==> src/rtl/pdma_pkg.sv <==
package pdma_pkg;
    // register indices
    localparam int RG_MODE  = 0;
    localparam int RG_EN    = 1;
    localparam int RG_CNT   = 2;
    localparam int RG_LADDR = 3;
    localparam int RG_TBASE = 4;
    // enable register flag positions
    localparam int EN_RUN   = 0;
    localparam int EN_TODEV = 1;

    typedef enum logic [2:0] {
        S_IDLE, S_FETCH, S_GET, S_WR, S_RD, S_PUT
    } eng_st_e;
endpackage

==> src/rtl/pdma_regs.sv <==
module pdma_regs
    import pdma_pkg::*;
#(
    parameter int REG_W = 32,
    parameter int RA_W  = 3
) (
    input  logic             clk,
    input  logic             rst_n,
    input  logic             wr,
    input  logic [RA_W-1:0]  addr,
    input  logic [REG_W-1:0] wdata,
    input  logic             clr_cnt,
    output logic [REG_W-1:0] rdata,
    output logic             run_o,
    output logic             todev_o,
    output logic [REG_W-1:0] cnt_o,
    output logic [REG_W-1:0] laddr_o,
    output logic [REG_W-1:0] tbase_o
);
    typedef struct packed {
        logic [REG_W-1:0] mode;
        logic [REG_W-1:0] en;
        logic [REG_W-1:0] cnt;
        logic [REG_W-1:0] la;
        logic [REG_W-1:0] tb;
    } rf_t;

    rf_t rf_d, rf_q;

    always_comb begin
        rf_d = rf_q;
        if (wr) begin
            case (addr)
                RA_W'(RG_MODE):  rf_d.mode = wdata;
                RA_W'(RG_EN):    rf_d.en   = wdata;
                RA_W'(RG_CNT):   rf_d.cnt  = wdata;
                RA_W'(RG_LADDR): rf_d.la   = wdata;
                RA_W'(RG_TBASE): rf_d.tb   = wdata;
                default: ;
            endcase
        end
        if (clr_cnt) rf_d.cnt = '0;
    end

    always_ff @(posedge clk) begin
        if (!rst_n) rf_q <= '0;
        else        rf_q <= rf_d;
    end

    always_comb begin
        case (addr)
            RA_W'(RG_MODE):  rdata = rf_q.mode;
            RA_W'(RG_EN):    rdata = rf_q.en;
            RA_W'(RG_CNT):   rdata = rf_q.cnt;
            RA_W'(RG_LADDR): rdata = rf_q.la;
            RA_W'(RG_TBASE): rdata = rf_q.tb;
            default:         rdata = '0;
        endcase
    end

    assign run_o   = rf_q.en[EN_RUN];
    assign todev_o = rf_q.en[EN_TODEV];
    assign cnt_o   = rf_q.cnt;
    assign laddr_o = rf_q.la;
    assign tbase_o = rf_q.tb;

    AST_CNT_CLEARED: assert property (@(posedge clk) disable iff (!rst_n)
        clr_cnt |=> (cnt_o == '0));
endmodule

==> src/rtl/pdma_xlate.sv <==
module pdma_xlate #(
    parameter int REG_W      = 32,
    parameter int PAGE_W     = 12,
    parameter int ENTRY_LOG2 = 3,
    parameter int SMALL_LOG2 = 4,
    parameter int LARGE_LOG2 = 8,
    localparam int CH_W      = LARGE_LOG2 + 1,
    localparam int NBYTES    = REG_W / 8
) (
    input  logic [REG_W-1:0] la_i,
    input  logic [REG_W-1:0] tbase_i,
    input  logic [REG_W-1:0] raw_i,
    input  logic             big_i,
    input  logic [REG_W:0]   rem_i,
    output logic [REG_W-1:0] entry_addr_o,
    output logic [REG_W-1:0] phys_o,
    output logic [CH_W-1:0]  chunk_o
);
    localparam logic [REG_W-1:0] OFS_MASK = (REG_W'(1) << PAGE_W) - REG_W'(1);
    localparam logic [REG_W:0]   N_SMALL  = (REG_W+1)'(1) << SMALL_LOG2;
    localparam logic [REG_W:0]   N_LARGE  = (REG_W+1)'(1) << LARGE_LOG2;

    logic [REG_W-1:0] swapped;
    logic [REG_W-1:0] entry;

    for (genvar b = 0; b < NBYTES; b++) begin : g_swap
        assign swapped[8*b +: 8] = raw_i[8*(NBYTES-1-b) +: 8];
    end

    always_comb begin
        entry        = big_i ? swapped : raw_i;
        entry_addr_o = tbase_i + ((la_i >> PAGE_W) << ENTRY_LOG2);
        phys_o       = (entry & ~OFS_MASK) | (la_i & OFS_MASK);
        if (phys_o[LARGE_LOG2-1:0] == '0 && rem_i >= N_LARGE)
            chunk_o = CH_W'(1) << LARGE_LOG2;
        else if (phys_o[SMALL_LOG2-1:0] == '0 && rem_i >= N_SMALL)
            chunk_o = CH_W'(1) << SMALL_LOG2;
        else
            chunk_o = CH_W'(1);
    end
endmodule

==> src/rtl/pdma_engine.sv <==
module pdma_engine
    import pdma_pkg::*;
#(
    parameter int REG_W      = 32,
    parameter int RA_W       = 3,
    parameter int LEN_W      = 16,
    parameter int PAGE_W     = 12,
    parameter int ENTRY_LOG2 = 3,
    parameter int SMALL_LOG2 = 4,
    parameter int LARGE_LOG2 = 8
) (
    input  logic             clk,
    input  logic             rst_n,
    input  logic             reg_wr,
    input  logic [RA_W-1:0]  reg_addr,
    input  logic [REG_W-1:0] reg_wdata,
    output logic [REG_W-1:0] reg_rdata,
    input  logic             entry_big_endian,
    input  logic             start,
    input  logic             start_to_mem,
    input  logic [LEN_W-1:0] start_len,
    input  logic             in_valid,
    output logic             in_ready,
    input  logic [7:0]       in_data,
    output logic             out_valid,
    input  logic             out_ready,
    output logic [7:0]       out_data,
    output logic             mem_req,
    output logic             mem_word,
    output logic             mem_we,
    output logic [REG_W-1:0] mem_addr,
    output logic [7:0]       mem_wdata,
    input  logic [REG_W-1:0] mem_rdata,
    input  logic             mem_ack,
    output logic             busy,
    output logic             done,
    output logic             err
);
    localparam int CH_W = LARGE_LOG2 + 1;

    typedef struct packed {
        eng_st_e          st;
        logic [REG_W-1:0] la;
        logic [REG_W:0]   lim;
        logic [LEN_W-1:0] left;
        logic             to_mem;
        logic [REG_W-1:0] pa;
        logic [CH_W-1:0]  beats;
        logic [7:0]       byt;
        logic             done;
        logic             err;
    } eng_t;

    eng_t e_d, e_q;

    logic             run, todev, clr_cnt, step;
    logic [REG_W-1:0] cnt, laddr, tbase, entry_addr, phys;
    logic [REG_W:0]   room, rem, la_nx, lim0;
    logic [CH_W-1:0]  chunk;
    logic             more_after;

    pdma_regs #(.REG_W(REG_W), .RA_W(RA_W)) u_regs (
        .clk(clk), .rst_n(rst_n), .wr(reg_wr), .addr(reg_addr),
        .wdata(reg_wdata), .clr_cnt(clr_cnt), .rdata(reg_rdata),
        .run_o(run), .todev_o(todev), .cnt_o(cnt), .laddr_o(laddr),
        .tbase_o(tbase)
    );

    pdma_xlate #(.REG_W(REG_W), .PAGE_W(PAGE_W), .ENTRY_LOG2(ENTRY_LOG2),
                 .SMALL_LOG2(SMALL_LOG2), .LARGE_LOG2(LARGE_LOG2)) u_xlate (
        .la_i(e_q.la), .tbase_i(tbase), .raw_i(mem_rdata),
        .big_i(entry_big_endian), .rem_i(rem),
        .entry_addr_o(entry_addr), .phys_o(phys), .chunk_o(chunk)
    );

    always_comb begin
        room       = e_q.lim - {1'b0, e_q.la};
        rem        = ({{(REG_W+1-LEN_W){1'b0}}, e_q.left} < room)
                   ? {{(REG_W+1-LEN_W){1'b0}}, e_q.left} : room;
        la_nx      = {1'b0, e_q.la} + (REG_W+1)'(1);
        more_after = (la_nx < e_q.lim) && (e_q.left != LEN_W'(1));
        lim0       = {1'b0, laddr} + {1'b0, cnt};
    end

    always_comb begin
        e_d       = e_q;
        e_d.done  = 1'b0;
        e_d.err   = 1'b0;
        clr_cnt   = 1'b0;
        step      = 1'b0;
        in_ready  = 1'b0;
        out_valid = 1'b0;
        mem_req   = 1'b0;
        mem_word  = 1'b0;
        mem_we    = 1'b0;
        mem_addr  = e_q.pa;
        mem_wdata = e_q.byt;
        case (e_q.st)
            S_IDLE: if (start) begin
                if (!run || (todev == start_to_mem)) begin
                    e_d.err = 1'b1;
                end else begin
                    e_d.la     = laddr;
                    e_d.lim    = lim0;
                    e_d.left   = start_len;
                    e_d.to_mem = start_to_mem;
                    if (({1'b0, laddr} < lim0) && (start_len != '0)) begin
                        e_d.st = S_FETCH;
                    end else begin
                        e_d.done = 1'b1;
                        clr_cnt  = 1'b1;
                    end
                end
            end
            S_FETCH: begin
                mem_req  = 1'b1;
                mem_word = 1'b1;
                mem_addr = entry_addr;
                if (mem_ack) begin
                    e_d.pa    = phys;
                    e_d.beats = chunk;
                    e_d.st    = e_q.to_mem ? S_GET : S_RD;
                end
            end
            S_GET: begin
                in_ready = 1'b1;
                if (in_valid) begin
                    e_d.byt = in_data;
                    e_d.st  = S_WR;
                end
            end
            S_WR: begin
                mem_req = 1'b1;
                mem_we  = 1'b1;
                step    = mem_ack;
            end
            S_RD: begin
                mem_req = 1'b1;
                if (mem_ack) begin
                    e_d.byt = mem_rdata[7:0];
                    e_d.st  = S_PUT;
                end
            end
            S_PUT: begin
                out_valid = 1'b1;
                step      = out_ready;
            end
            default: e_d.st = S_IDLE;
        endcase

        if (step) begin
            e_d.la    = la_nx[REG_W-1:0];
            e_d.pa    = e_q.pa + REG_W'(1);
            e_d.left  = e_q.left - LEN_W'(1);
            e_d.beats = e_q.beats - CH_W'(1);
            if (!more_after) begin
                e_d.st   = S_IDLE;
                e_d.done = 1'b1;
                clr_cnt  = 1'b1;
            end else if (e_q.beats == CH_W'(1)) begin
                e_d.st = S_FETCH;
            end else begin
                e_d.st = e_q.to_mem ? S_GET : S_RD;
            end
        end
    end

    always_ff @(posedge clk) begin
        if (!rst_n) e_q <= '0;
        else        e_q <= e_d;
    end

    assign out_data = e_q.byt;
    assign busy     = (e_q.st != S_IDLE);
    assign done     = e_q.done;
    assign err      = e_q.err;

    AST_REQ_HELD: assert property (@(posedge clk) disable iff (!rst_n)
        (mem_req && !mem_ack) |=> (mem_req && $stable(mem_addr) && $stable(mem_we)));
    AST_DONE_IDLE: assert property (@(posedge clk) disable iff (!rst_n)
        done |-> !busy);
    AST_DONE_CNT_ZERO: assert property (@(posedge clk) disable iff (!rst_n)
        done |-> (cnt == '0));
    AST_ERR_IDLE: assert property (@(posedge clk) disable iff (!rst_n)
        err |-> (!busy && !mem_req));
    AST_PAGE_OFFSET: assert property (@(posedge clk) disable iff (!rst_n)
        (mem_req && !mem_word) |-> (mem_addr[PAGE_W-1:0] == e_q.la[PAGE_W-1:0]));
    AST_BELOW_END: assert property (@(posedge clk) disable iff (!rst_n)
        (mem_req && !mem_word) |-> ({1'b0, e_q.la} < e_q.lim));
endmodule

==> config.mk <==
export PLATFORM = sky130hd
export DESIGN_NAME = pdma_engine
export DESIGN_NICKNAME = d
export VERILOG_FILES = /design/src/rtl/pdma_pkg.sv /design/src/rtl/pdma_regs.sv /design/src/rtl/pdma_xlate.sv /design/src/rtl/pdma_engine.sv
export SDC_FILE = /design/constraint.sdc
export NUM_CORES = 1
export LEC_CHECK = 0
export BUFFER_PORTS_ARGS = -buffer_cell sky130_fd_sc_hd__buf_2
export CAP_MARGIN = 20
export CORE_AREA = 2 2 183 230
export CTS_BUF_LIST = sky130_fd_sc_hd__clkbuf_8
export CTS_CLUSTER_DIAMETER = 100
export DETAILED_ROUTE_END_ITERATION = 6
export DIE_AREA = 0 0 185 232
export PLACE_DENSITY_LB_ADDON = 0.08
export SYNTH_ARGS = -nofsm -noshare
export SYNTH_HDL_FRONTEND = slang
export SYNTH_HIERARCHICAL = 1
export SYNTH_SLANG_ARGS = --single-unit
==> constraint.sdc <==
create_clock -name clk -period 8.7 [get_ports clk]
set_clock_uncertainty 0.1 [all_clocks]
set_input_delay 2.61 -clock clk [delete_from_list [all_inputs] [get_ports clk]]
set_output_delay 2.61 -clock clk [all_outputs]
set_load 0.02 [all_outputs]
Word-level counts from Yosys, hierarchy flattened --
Cells that the tools add are included.
Cells by class: $add $sub $neg 7, magnitude comparators 5, eq/ne operators 22, mux-type cells 42, bitwise gates (word level) 3, reductions and logical operators 31
Operators with widths (number):
- $mux W85 | 2
- $pmux W32 S5 | 1
- $mux W41 | 3
- $mux W82 | 1
- $mux W32 | 2
- $mux W35 | 1
- $add A32 B1 Y33 const B | 1
- $add A32 B32 Y33 | 1
- $ge A33 B5 Y1 const B | 1
- $ge A33 B9 Y1 const B | 1
- $lt A16 B33 Y1 | 1
- $lt A32 B33 Y1 | 1
- $lt A33 B33 Y1 | 1
- $mux W33 | 1
- $sub A33 B32 Y33 | 1
- $add A32 B1 Y32 const B | 1
- $add A32 B23 Y32 | 1
- $or A32 B12 Y32 | 1
- $mux W3 | 7
- $ne A3 B3 Y1 const B | 6
- $mux W16 | 1
- $mux W8 | 2
- $ne A16 B1 Y1 const B | 1
- $pmux W8 S2 | 1
- other kinds (30) | 70
Storage, ports and cells: register bits 296, input bits 100, output and inout bits 88, word-level logic and storage cells 125

Logic depth before layout (Yosys ltp) --
word-level depth 10, gate-level depth with buffers 30

Cells and area by module --
Netlist, hierarchy kept.
Modules (own cells, without submodules):
- pdma_engine | instances 1, cells an instance 1781, area each 13336.5 um^2, sequential area each 2722.6 um^2
- pdma_regs | instances 1, cells an instance 963, area each 7901.3 um^2, sequential area each 3203.1 um^2
- pdma_xlate | instances 1, cells an instance 249, area each 1830.5 um^2, sequential area each 0.0 um^2

Worst setup path after synthesis --
Ideal clock, no wire load.
kind input to output, from input port reg_addr[0], to output port reg_rdata[0], data arrival time 3.746 ns, slack 2.244 ns, stages 7, cell sequence buf_6 > buf_4 > nor2b_1 > clkbuf_2 > buf_4 > a22oi_1 > o22ai_1
Between the ends: longest elaborated chain between the ends 2, elaborated cells between the ends (all ways) 6
RTL lines:
- start, declared | line pdma_engine.sv:15 | input logic [RA_W-1:0] reg_addr,
- $eq A3 B3 Y1 (tied with other cells) | line pdma_regs.sv:51 | case (addr)
- $pmux W32 S5 * | line pdma_regs.sv:51
- end, declared | line pdma_engine.sv:17 | output logic [REG_W-1:0] reg_rdata,
Mark *: on every way between the ends. The rest lies on a longest branch, timed or not.

Final worst setup path --
from input port reg_addr[0], to output port reg_rdata[1]
The elaborated chain is that of the path after synthesis.

==> results.cfg <==
[status]
status = finished with violations
failed_checks = DRC

[critical_path]
startpoint_type = primary input
rr_startpoint = e_q[107]
required_ns = 5.99
r2r_cells = 29
setup.worst_path.end_class = output pin
crit_chain = buf_2 -> buf_4 -> mux2_2 -> a22oi_1 -> o22ai_1 -> buf_2
critPathMostFrequentCell = buf_2
cp_top_family = buffers and inverters
critical-path-max-stage-delay_ns = 0.52
crit_slowest_cell = buf_2
cp_max_fo = 26
critPathKind = primary input to output pin
path_buf_inv = 3
r2r_slack_ns = 1.75
r2r-end = e_q[14]
arrival_ns = 4.42

[global_route]
grtUsageTotal_pct = 33.27
grt_pass1_wl_um = 112900
grt_overflow = 0
grt_pass1_vias = 20441
use_met2_pct = 57.01
grt_use_met1_pct = 41.81
grtUsageMet3_pct = 3.733
grt_max_degree = 109
grt_antenna_before_repair = 3
gr-max-usage-layer = met2

[placement]
place_congestion = 0.9690
place_ws_ns = 1.608
dpl.hpwl_um = 55460
io_buffers = 187

[min_path]
min_from = u_regs/rf_q[140]
whs_endpoint = u_regs/rf_q[140]
holdPathStages = 2
hold_class = flop to flop

[cts]
tritoncts = done
path_clk_slew_ns = 0.06
h-tree-depth = 2
cts_setup_buffers = 0
clock-sinks = 296
clock_latency_ns = 0.66
numCtsBuffers = 50
clk_path_buf_depth = 3
cts_resized = 0
cts-root-buf = clkbuf_8
hold_buffers = 0

[floorplan]
io_pins = 188
dieWidth_um = 185
start_util_pct = 56.57
core_um2 = 40710
die_h_um = 232
fp.dieArea_um2 = 42920
row_count = 83

[power_and_ir_drop]
internal_power_w = 0.002481
switchingPower_w = 0.001207
peakVddDrop_mv = 0.1420
total_leakage_power_nw = 9.866
switching_share_pct = 32.73
power.share.clock_pct = 36.6
p_per_area_nw_per_um2 = 152.0
total_power_w = 0.003689
p_comb_share_pct = 23.1
pwr-share-seq_pct = 40.2

[route]
drc = 1
drtAntennaViolNets = 0
viasPerCell = 6.263
wl_per_cell_um = 20.71
drt-initial-drc-count = 1854
num_vias = 22289
routed_wl_um = 73710
drt_first_pass_iters = 7

[cells_and_area]
nFillCells = 3869
area_growth_pct = 5.368
nets = 3241
layout-drive-gt1-share_pct = 14.44

[yosys]
syn_inst = 2989
yosysWarnings = 6
synthesis.area_um2 = 23030
postSynthAreaPerCell_um2 = 7.704

[sta]
setup_violations = 0
tns_ns = 0
hold_viol_final = 0
max_slew.worst_pin.slew_ns = 1.089
min_period_ns = 7.125
slew_headroom_pct = 26.99
max_clock_freq_mhz = 140.4
slew_violations = 0
period_share_pct = 81.90
rsz0062_at_grt = no
post-route-worst-setup-slack_ns = 1.575

[flow_run]
maxCapViolations = 0
==> power groups by stage <==
stage          clock network (W)  registers, W  logic, W
2_1_floorplan                  0       0.00147  0.000683
3_3_place_gp                   0       0.00151  0.000826
3_5_place_dp                   0       0.00151  0.000844
4_1_cts                  0.00137       0.00148  0.000846
5_1_grt                  0.00142       0.00149  0.000923
6_report                 0.00135       0.00148  0.000854
==> cell usage in the layout, fill, tap and decap left out, drive strengths merged, types with 62 or more instances in the layout <==
master and n:
clkbuf 62, nor2 191, mux2 90, dfxtp 296, nand2 485, buf 217, xnor2 66, a21oi 227
o21ai 123, ha 170, a21boi 136, inv 131, a22oi 86
==> flip-flops by register name, indices dropped and copies added, names as in the netlist, 8 cells and up <==
| signal | flops |
|---|---|
| u_regs/cnt_o | 32 |
| mem_wdata | 8 |
| u_regs/laddr_o | 32 |
| u_regs/tbase_o | 32 |
| u_regs/rf_q | 62 |
| e_q | 126 |
==> final cells by class <==
cell class / instances / area, µm² / share of cell area, %
clock inverter: 28 / 207.7 / 0.8560
timing repair buffer: 217 / 1184 / 4.878
antenna: 1 / 2.502 / 0.01031
inverter: 111 / 417.9 / 1.722
clock buffer: 62 / 853.3 / 3.517
multi-input combinational: 2292 / 14980 / 61.75
tap: 552 / 690.7 / 2.846
sequential: 296 / 5926 / 24.42
==> per-layer routing <==
metal	vias to the layer above	part of all wire (%)
li1	10540	-
met1	10624	41
met2	961	48
met3	164	7.0
met4	0	4.1
met5	-	0
==> stage by stage <==
step                cell area [µm²]  cells  hold slack [ns]  util (%)
floorplan                     23110   3010           0.3344         -
global placement              23170   3467           0.3416     56.92
detailed placement            23170   3467           0.3453     56.92
CTS                           24230   3557           0.3533     59.53
global route                  24260   3559           0.3755     59.60
finish                        24260   3559           0.3523     59.60
==> how the worst max path moves through the flow <==
stage                     depth (start not counted)           end  slack [ns]   startpoint
after floorplan                                   7  reg_rdata[0]        2.24  reg_addr[0]
after global placement                            6  reg_rdata[1]        1.64  reg_addr[0]
after detailed placement                          6  reg_rdata[1]        1.61  reg_addr[0]
after CTS                                         6  reg_rdata[1]        1.61  reg_addr[0]
after global routing                             29       e_q[14]        1.22     e_q[107]
final                                             6  reg_rdata[1]        1.57  reg_addr[0]
==> worst min-delay path, cell delays in order, from the launching register on <==
cell and delay (ns):
dfxtp_1 0.31, nand2_1 0.05, a21boi_1 0.05
Power figures use the tool's default switching activity.
